## src/rtl/intr_pkg.sv

```systemverilog
package intr_pkg;
    typedef enum logic [3:0] {
        ST_RUN,
        ST_HALT,
        ST_PUSH_PCH,
        ST_PUSH_PCL,
        ST_PUSH_ST,
        ST_VEC_LO,
        ST_VEC_HI,
        ST_POP_ST,
        ST_POP_PCL,
        ST_POP_PCH
    } seq_state_t;
endpackage

```

## src/rtl/intr_req_capture.sv

```systemverilog
// Two-flop synchronizer followed by a sticky pending bit.
// EDGE=1: set on a high-to-low transition; EDGE=0: set while low.
module intr_req_capture #(
    parameter bit EDGE = 1'b0
) (
    input  logic clk,
    input  logic rst_n,
    input  logic req_n,
    input  logic clr,
    output logic pend
);
    logic s1, s2, set;

    always_ff @(posedge clk or negedge rst_n) begin
        if (!rst_n) begin
            s1 <= 1'b1;
            s2 <= 1'b1;
        end else begin
            s1 <= req_n;
            s2 <= s1;
        end
    end

    generate
        if (EDGE) begin : g_edge
            logic prev;
            always_ff @(posedge clk or negedge rst_n) begin
                if (!rst_n) prev <= 1'b1;
                else        prev <= s2;
            end
            assign set = prev & ~s2;
        end else begin : g_level
            assign set = ~s2;
        end
    endgenerate

    // A new request arriving in the clear cycle survives.
    always_ff @(posedge clk or negedge rst_n) begin
        if (!rst_n) pend <= 1'b0;
        else        pend <= set | (pend & ~clr);
    end
endmodule

```

## src/rtl/intr_svc_depth.sv

```systemverilog
// Counts services in progress; acknowledge is low while any is open.
module intr_svc_depth #(
    parameter int DEPTH_W = 3
) (
    input  logic clk,
    input  logic rst_n,
    input  logic inc,
    input  logic dec,
    output logic ack_n
);
    logic [DEPTH_W-1:0] cnt;

    always_ff @(posedge clk or negedge rst_n) begin
        if (!rst_n)          cnt <= '0;
        else if (inc && !dec) cnt <= cnt + 1'b1;
        else if (dec && !inc) cnt <= cnt - 1'b1;
    end

    assign ack_n = (cnt == '0);
endmodule

```

## src/rtl/intr_entry_seq.sv

```systemverilog
module intr_entry_seq
    import intr_pkg::*;
#(
    parameter int                ADDR_W     = 16,
    parameter int                DATA_W     = 8,
    parameter int                DEPTH_W    = 3,
    parameter int                MASK_BIT   = 2,
    parameter logic [DATA_W-1:0] STACK_PAGE = 8'h01,
    parameter logic [DATA_W-1:0] SP_RESET   = 8'hFF,
    parameter logic [ADDR_W-1:0] IRQ_VEC    = 16'hFFFE,
    parameter logic [ADDR_W-1:0] NMI_VEC    = 16'hFFFA
) (
    input  logic              clk,
    input  logic              rst_n,
    input  logic              irq_n,
    input  logic              nmi_n,
    input  logic              insn_done,
    input  logic [ADDR_W-1:0] pc_in,
    input  logic [DATA_W-1:0] status_in,
    input  logic              rfi_req,
    input  logic              halt_req,
    input  logic              mask_set,
    input  logic              mask_clr,
    output logic [ADDR_W-1:0] mem_addr,
    output logic [DATA_W-1:0] mem_wdata,
    output logic              mem_we,
    output logic              mem_re,
    input  logic [DATA_W-1:0] mem_rdata,
    output logic              pc_load,
    output logic [ADDR_W-1:0] pc_out,
    output logic              status_load,
    output logic [DATA_W-1:0] status_out,
    output logic              mask_o,
    output logic              busy,
    output logic              ack_n
);
    localparam int HI_LSB = ADDR_W - DATA_W;

    seq_state_t        state, state_nx;
    logic [DATA_W-1:0] sp, sp_up, tmp_lo;
    logic [ADDR_W-1:0] ret_pc, vec_base;
    logic              mask, is_nmi;
    logic              irq_pend, nmi_pend;
    logic              takeable, take_now, at_bound;

    assign sp_up    = sp + 1'b1;
    assign takeable = nmi_pend | (mask & irq_pend);
    assign at_bound = (state == ST_RUN) && insn_done;
    assign take_now = (at_bound && !rfi_req && takeable) ||
                      ((state == ST_HALT) && takeable);
    assign vec_base = is_nmi ? NMI_VEC : IRQ_VEC;

    intr_req_capture #(.EDGE(1'b0)) u_irq (
        .clk(clk), .rst_n(rst_n), .req_n(irq_n),
        .clr(take_now && !nmi_pend), .pend(irq_pend)
    );

    intr_req_capture #(.EDGE(1'b1)) u_nmi (
        .clk(clk), .rst_n(rst_n), .req_n(nmi_n),
        .clr(take_now && nmi_pend), .pend(nmi_pend)
    );

    intr_svc_depth #(.DEPTH_W(DEPTH_W)) u_depth (
        .clk(clk), .rst_n(rst_n),
        .inc(take_now), .dec(state == ST_POP_PCH), .ack_n(ack_n)
    );

    // State register
    always_ff @(posedge clk or negedge rst_n) begin
        if (!rst_n) state <= ST_RUN;
        else        state <= state_nx;
    end

    always_comb begin
        state_nx = state;
        unique case (state)
            ST_RUN: begin
                if (insn_done) begin
                    if (rfi_req)       state_nx = ST_POP_ST;
                    else if (takeable) state_nx = ST_PUSH_PCH;
                    else if (halt_req) state_nx = ST_HALT;
                end
            end
            ST_HALT:     if (takeable) state_nx = ST_PUSH_PCH;
            ST_PUSH_PCH: state_nx = ST_PUSH_PCL;
            ST_PUSH_PCL: state_nx = ST_PUSH_ST;
            ST_PUSH_ST:  state_nx = ST_VEC_LO;
            ST_VEC_LO:   state_nx = ST_VEC_HI;
            ST_VEC_HI:   state_nx = ST_RUN;
            ST_POP_ST:   state_nx = ST_POP_PCL;
            ST_POP_PCL:  state_nx = ST_POP_PCH;
            ST_POP_PCH:  state_nx = ST_RUN;
            default:     state_nx = ST_RUN;
        endcase
    end

    // Working registers
    always_ff @(posedge clk or negedge rst_n) begin
        if (!rst_n) begin
            sp     <= SP_RESET;
            mask   <= 1'b0;
            ret_pc <= '0;
            is_nmi <= 1'b0;
            tmp_lo <= '0;
        end else begin
            if (at_bound) ret_pc <= pc_in;
            if (take_now) is_nmi <= nmi_pend;
            unique case (state)
                ST_RUN: begin
                    if (mask_clr)      mask <= 1'b0;
                    else if (mask_set) mask <= 1'b1;
                end
                ST_PUSH_PCH, ST_PUSH_PCL: sp <= sp - 1'b1;
                ST_PUSH_ST: begin
                    sp   <= sp - 1'b1;
                    mask <= 1'b0;
                end
                ST_VEC_LO: tmp_lo <= mem_rdata;
                ST_POP_ST: begin
                    sp   <= sp_up;
                    mask <= mem_rdata[MASK_BIT];
                end
                ST_POP_PCL: begin
                    sp     <= sp_up;
                    tmp_lo <= mem_rdata;
                end
                ST_POP_PCH: sp <= sp_up;
                default: ;
            endcase
        end
    end

    // Outputs
    always_comb begin
        mem_addr    = '0;
        mem_wdata   = '0;
        mem_we      = 1'b0;
        mem_re      = 1'b0;
        pc_load     = 1'b0;
        pc_out      = {mem_rdata, tmp_lo};
        status_load = 1'b0;
        status_out  = mem_rdata;
        unique case (state)
            ST_RUN, ST_HALT: ;
            ST_PUSH_PCH: begin
                mem_we    = 1'b1;
                mem_addr  = {STACK_PAGE, sp};
                mem_wdata = ret_pc[ADDR_W-1 -: DATA_W];
            end
            ST_PUSH_PCL: begin
                mem_we    = 1'b1;
                mem_addr  = {STACK_PAGE, sp};
                mem_wdata = ret_pc[HI_LSB-1:0];
            end
            ST_PUSH_ST: begin
                mem_we              = 1'b1;
                mem_addr            = {STACK_PAGE, sp};
                mem_wdata           = status_in;
                mem_wdata[MASK_BIT] = mask;
            end
            ST_VEC_LO: begin
                mem_re   = 1'b1;
                mem_addr = vec_base;
            end
            ST_VEC_HI: begin
                mem_re   = 1'b1;
                mem_addr = vec_base + 1'b1;
                pc_load  = 1'b1;
            end
            ST_POP_ST: begin
                mem_re      = 1'b1;
                mem_addr    = {STACK_PAGE, sp_up};
                status_load = 1'b1;
            end
            ST_POP_PCL: begin
                mem_re   = 1'b1;
                mem_addr = {STACK_PAGE, sp_up};
            end
            ST_POP_PCH: begin
                mem_re   = 1'b1;
                mem_addr = {STACK_PAGE, sp_up};
                pc_load  = 1'b1;
            end
            default: ;
        endcase
    end

    assign mask_o = mask;
    assign busy   = (state != ST_RUN);
endmodule

```

## config.mk

```make
export PLATFORM = sky130hd
export DESIGN_NAME = intr_entry_seq
export DESIGN_NICKNAME = d
export VERILOG_FILES = /design/src/rtl/intr_pkg.sv /design/src/rtl/intr_req_capture.sv /design/src/rtl/intr_svc_depth.sv /design/src/rtl/intr_entry_seq.sv
export SDC_FILE = /design/constraint.sdc
export NUM_CORES = 1
export LEC_CHECK = 0
export ABC_AREA = 1
export CAP_MARGIN = 20
export CORE_ASPECT_RATIO = 2
export CORE_MARGIN = 1
export CORE_UTILIZATION = 40
export DETAILED_ROUTE_END_ITERATION = 8
export HOLD_SLACK_MARGIN = 0.12
export PLACE_DENSITY = 0.76
export SYNTH_ARGS = -nofsm -noshare
export SYNTH_HDL_FRONTEND = slang
export SYNTH_HIERARCHICAL = 1
export SYNTH_SLANG_ARGS = --single-unit
```

## constraint.sdc

```tcl
create_clock -name clk -period 3 [get_ports clk]
set_clock_uncertainty 0.1 [all_clocks]
set_input_delay 0.3 -clock clk [delete_from_list [all_inputs] [get_ports clk]]
set_output_delay 0.3 -clock clk [all_outputs]
set_load 0.02 [all_outputs]
```

==> results.py, run 1 <==
metrics = {
    "run_status": {
        "status": "finished clean",
    },
    "synth": {
        "synth_cell_types": 27,
        "avgSynthCellArea_um2": 7.31,
        "synth-simple-area-share_pct": 33.8,
        "yosys_register_bits": 48,
        "synth_nets": 434,
        "yosysTopAreaCellShare_pct": 30.8,
        "synth_commonest_cells": "151 x nand2_1, 43 x inv_1, 35 x dfrtp_1",
        "synth_top_family_by_area": "simple AND/OR/NAND/NOR gates",
        "synth_area_leaders": "dfrtp_1 31%, nand2_1 20%, dfstp_2 12%",
        "ys_seq_area_share_pct": 42.8,
        "synth_enable_flop_cells": 0,
        "ys_warn_count": 6,
        "netlist_instances": 389,
        "synth_top_flop_cell": "dfrtp_1",
        "synthMuxAreaShare_pct": 0,
        "yosysTopAreaCell": "dfrtp_1",
        "synthesis.area_um2": 2840,
        "synth_xor_area_share_pct": 1.23,
        "async_reset_ff_share_pct": 100,
        "synth-compound-area-share_pct": 6.65,
        "synth_most_common_cell": "nand2_1",
        "synth_fa_ha_area_share_pct": 2.02,
    },
    "clocking": {
        "cts_tree": "done",
        "clkLatencyLatePin_ps": 290,
        "clockRootBuffer": "clkbuf_16",
        "numCtsBuffers": 5,
        "clockBufferDepth": 2,
        "post_cts_buffers": 0,
        "cts.sinks": 48,
        "clk_pin_slew_worst_paths_ps": 60,
        "htree_num_levels": 2,
    },
    "grt": {
        "grt_pass1_vias": 2765,
        "overflow": 0,
        "grt_max_degree": 49,
        "antenna_found_initial": 0,
        "grt.total_usage_pct": 21.3,
        "grt_pass1_wl_um": 12100,
    },
    "pwr": {
        "sequentialPowerShare_pct": 26.5,
        "peakVddDrop_mv": 0.606,
        "combPwrFrac_pct": 59.4,
        "internal_power_w": 0.00245,
        "p_sw_w": 0.00204,
        "p_leak_nw": 1.94,
        "clock_power_share_pct": 14.1,
        "powerDensity_nw_per_um2": 1150,
        "swShare_pct": 45.4,
    },
    "placement": {
        "finalWeightedCongestion": 0.933,
        "dpl.hpwl_um": 5460,
        "port_buffers": 94,
    },
    "sta": {
        "setup_violations": 0,
        "min_period_ps": 2850,
        "min_period_over_period_pct": 95.1,
        "fmax_mhz": 351,
        "rsz0062_at_grt": "no",
        "finalHoldViolCount": 0,
        "hold_ws_ps": 256,
        "relSlewSlack_pct": 72.3,
        "tns_ps": 0,
        "drv_slew": 0,
        "worstMarginPinSlew_ps": 414,
    },
    "layout": {
        "final_nets": 512,
        "antennaDiodeCount": 0,
        "syn2layout_area_growth_pct": 37.4,
        "fill_cells": 695,
        "drive_above_1_share_pct": 10.3,
    },
    "worst_hold_path": {
        "hold-path-endpoint": "u_irq/s2$_DFF_PN1_",
        "min_path_type": "reg2reg",
        "hold_depth": 0,
        "worstHoldStart": "u_irq/s1$_DFF_PN1_",
    },
    "floorplanning": {
        "die_area_um2": 7470,
        "initial_utilization_pct": 41.3,
        "die_w_um": 61.6,
        "pin_count": 96,
        "core_area_um2": 6890,
        "die_h_um": 121,
        "rows": 43,
    },
    "setup_path": {
        "end_kind": "output pin",
        "worstReg2RegStart": "state[3]$_DFFE_PN0P_",
        "crit_fanout": 12,
        "cp_slowest_stage_delay_ps": 660,
        "start_kind": "flip-flop",
        "critPathTopFamily": "simple AND/OR/NAND/NOR gates",
        "rrSetupSlack_ps": 600,
        "slowest_stage": "clkdlybuf4s50_1",
        "worstPathRequired_ps": 2600,
        "crit_path_cell_trace": "nor2_2 > nand2_1 > nand3_2 > nand2_1 > o211ai_1 > clkdlybuf4s50_1",
        "path_common_cell": "nand2_1",
        "worst-path-buf-inv": 1,
        "reg2reg_depth": 12,
        "cp.arrival_ps": 2450,
        "critPathKind": "reg2out",
        "r2r_end": "u_depth/cnt[2]$_DFFE_PN0P_",
    },
    "job": {
        "drv_cap": 0,
    },
    "drt": {
        "num_vias": 2745,
        "wl_um": 7020,
        "vias_per_cell": 4.92,
        "drt-pass1-iter-count": 4,
        "wire_per_inst_um": 12.6,
        "m1WireLength_um": 2560,
        "drtIter0Drc": 147,
        "wl_met2_um": 3970,
        "ant_nets": 0,
        "routed.top_layer": "met4",
        "route.met3.wl_um": 328,
        "drc": 0,
    },
}
==> cells by family (layout without fill, tap and decap cells) <==
family | count (synthesis) | after routing
simple gates | 224 | 224
xor+xnor | 4 | 4
compound gates | 32 | 32
fa+ha+maj | 4 | 4
buf+inv | 77 | 156
flops | 48 | 48
==> repair_timing <==
action / 4_1_cts / 5_1_grt
setup endpoints to repair: 0 / 0
endpoints found under the hold margin: 0 / 35
hold buffers: 0 / 1
gates resized for setup: 0 / 0
==> layer usage <==
metal  global-route usage, %  up-vias
met5                       0        -
met4                    8.06        0
met3                    3.94       13
met2                    39.1      109
met1                    22.4     1276
li1                        -     1347
==> flip-flops by register name, indices dropped and copies added (netlist names) <==
register	cells
state	4
sp	8
u_nmi/g_edge.prev	1
u_depth/cnt	3
tmp_lo	8
u_nmi/s2	1
u_irq/pend	1
is_nmi	1
u_nmi/s1	1
mask_o	1
ret_pc	16
u_irq/s2	1
u_nmi/pend	1
u_irq/s1	1
==> power by group through the flow <==
stage / clock [W] / sequential, W / combinational (W)
detailed placement: 0 / 0.00119 / 0.00266
finish: 0.000634 / 0.00119 / 0.00266
floorplan: 0 / 0.00122 / 0.00164
global route: 0.000669 / 0.00122 / 0.00296
CTS: 0.000649 / 0.00119 / 0.00268
global placement: 0 / 0.00118 / 0.00260
==> stage by stage <==
step | total power [W] | std cells | setup WS (ps) | util [%] | cell area, µm²
2_1_floorplan | 0.00286 | 389 | 733 | - | 2840
3_3_place_gp | 0.00379 | 548 | 499 | 53.9 | 3710
3_5_place_dp | 0.00385 | 548 | 454 | 53.9 | 3710
4_1_cts | 0.00451 | 556 | 127 | 56.3 | 3880
5_1_grt | 0.00485 | 558 | 4.12 | 56.7 | 3910
6_report | 0.00448 | 558 | 147 | 56.7 | 3910
==> worst max path at each step <==
stage / startpoint / end / cells after the start
2_1_floorplan: state[1]$_DFFE_PN0P_ / u_depth/cnt[2]$_DFFE_PN0P_ / 12
3_3_place_gp: state[3]$_DFFE_PN0P_ / mem_addr[1] / 8
3_5_place_dp: state[3]$_DFFE_PN0P_ / mem_addr[1] / 8
4_1_cts: state[1]$_DFFE_PN0P_ / mem_addr[1] / 6
5_1_grt: state[3]$_DFFE_PN0P_ / mem_addr[1] / 8
6_report: state[1]$_DFFE_PN0P_ / mem_addr[0] / 6
==> cell usage in the layout (no fill, tap or decap), drive strengths merged, types with 4 or more instances in the layout <==
cell type and n:
clkdlybuf4s50 93, o211ai 8, a21oi 6, dfstp 13, nor2 30, nand2 157
o21ai 15, inv 51, nand4 4, dfrtp 35, nand3 31, clkbuf 5
==> cell type report <==
| type | instances | area, µm² | share of cell area [%] |
|---|---|---|---|
| clock buffers | 5 | 125 | 3.20 |
| clock inverters | 3 | 42.5 | 1.09 |
| inverters | 51 | 191 | 4.90 |
| multi-input cells | 264 | 1240 | 31.8 |
| flip-flops and latches | 48 | 1220 | 31.2 |
| well taps | 90 | 113 | 2.88 |
| repair buffers | 97 | 973 | 24.9 |
No activity file was read; power rests on OpenSTA's default activity.
==> inputs of run 2 (changes only) <==
- GPL_ROUTABILITY_DRIVEN: default -> 0
==> results of run 2 <==
The final DEF is identical to that of run 1; final timing and power are the same.
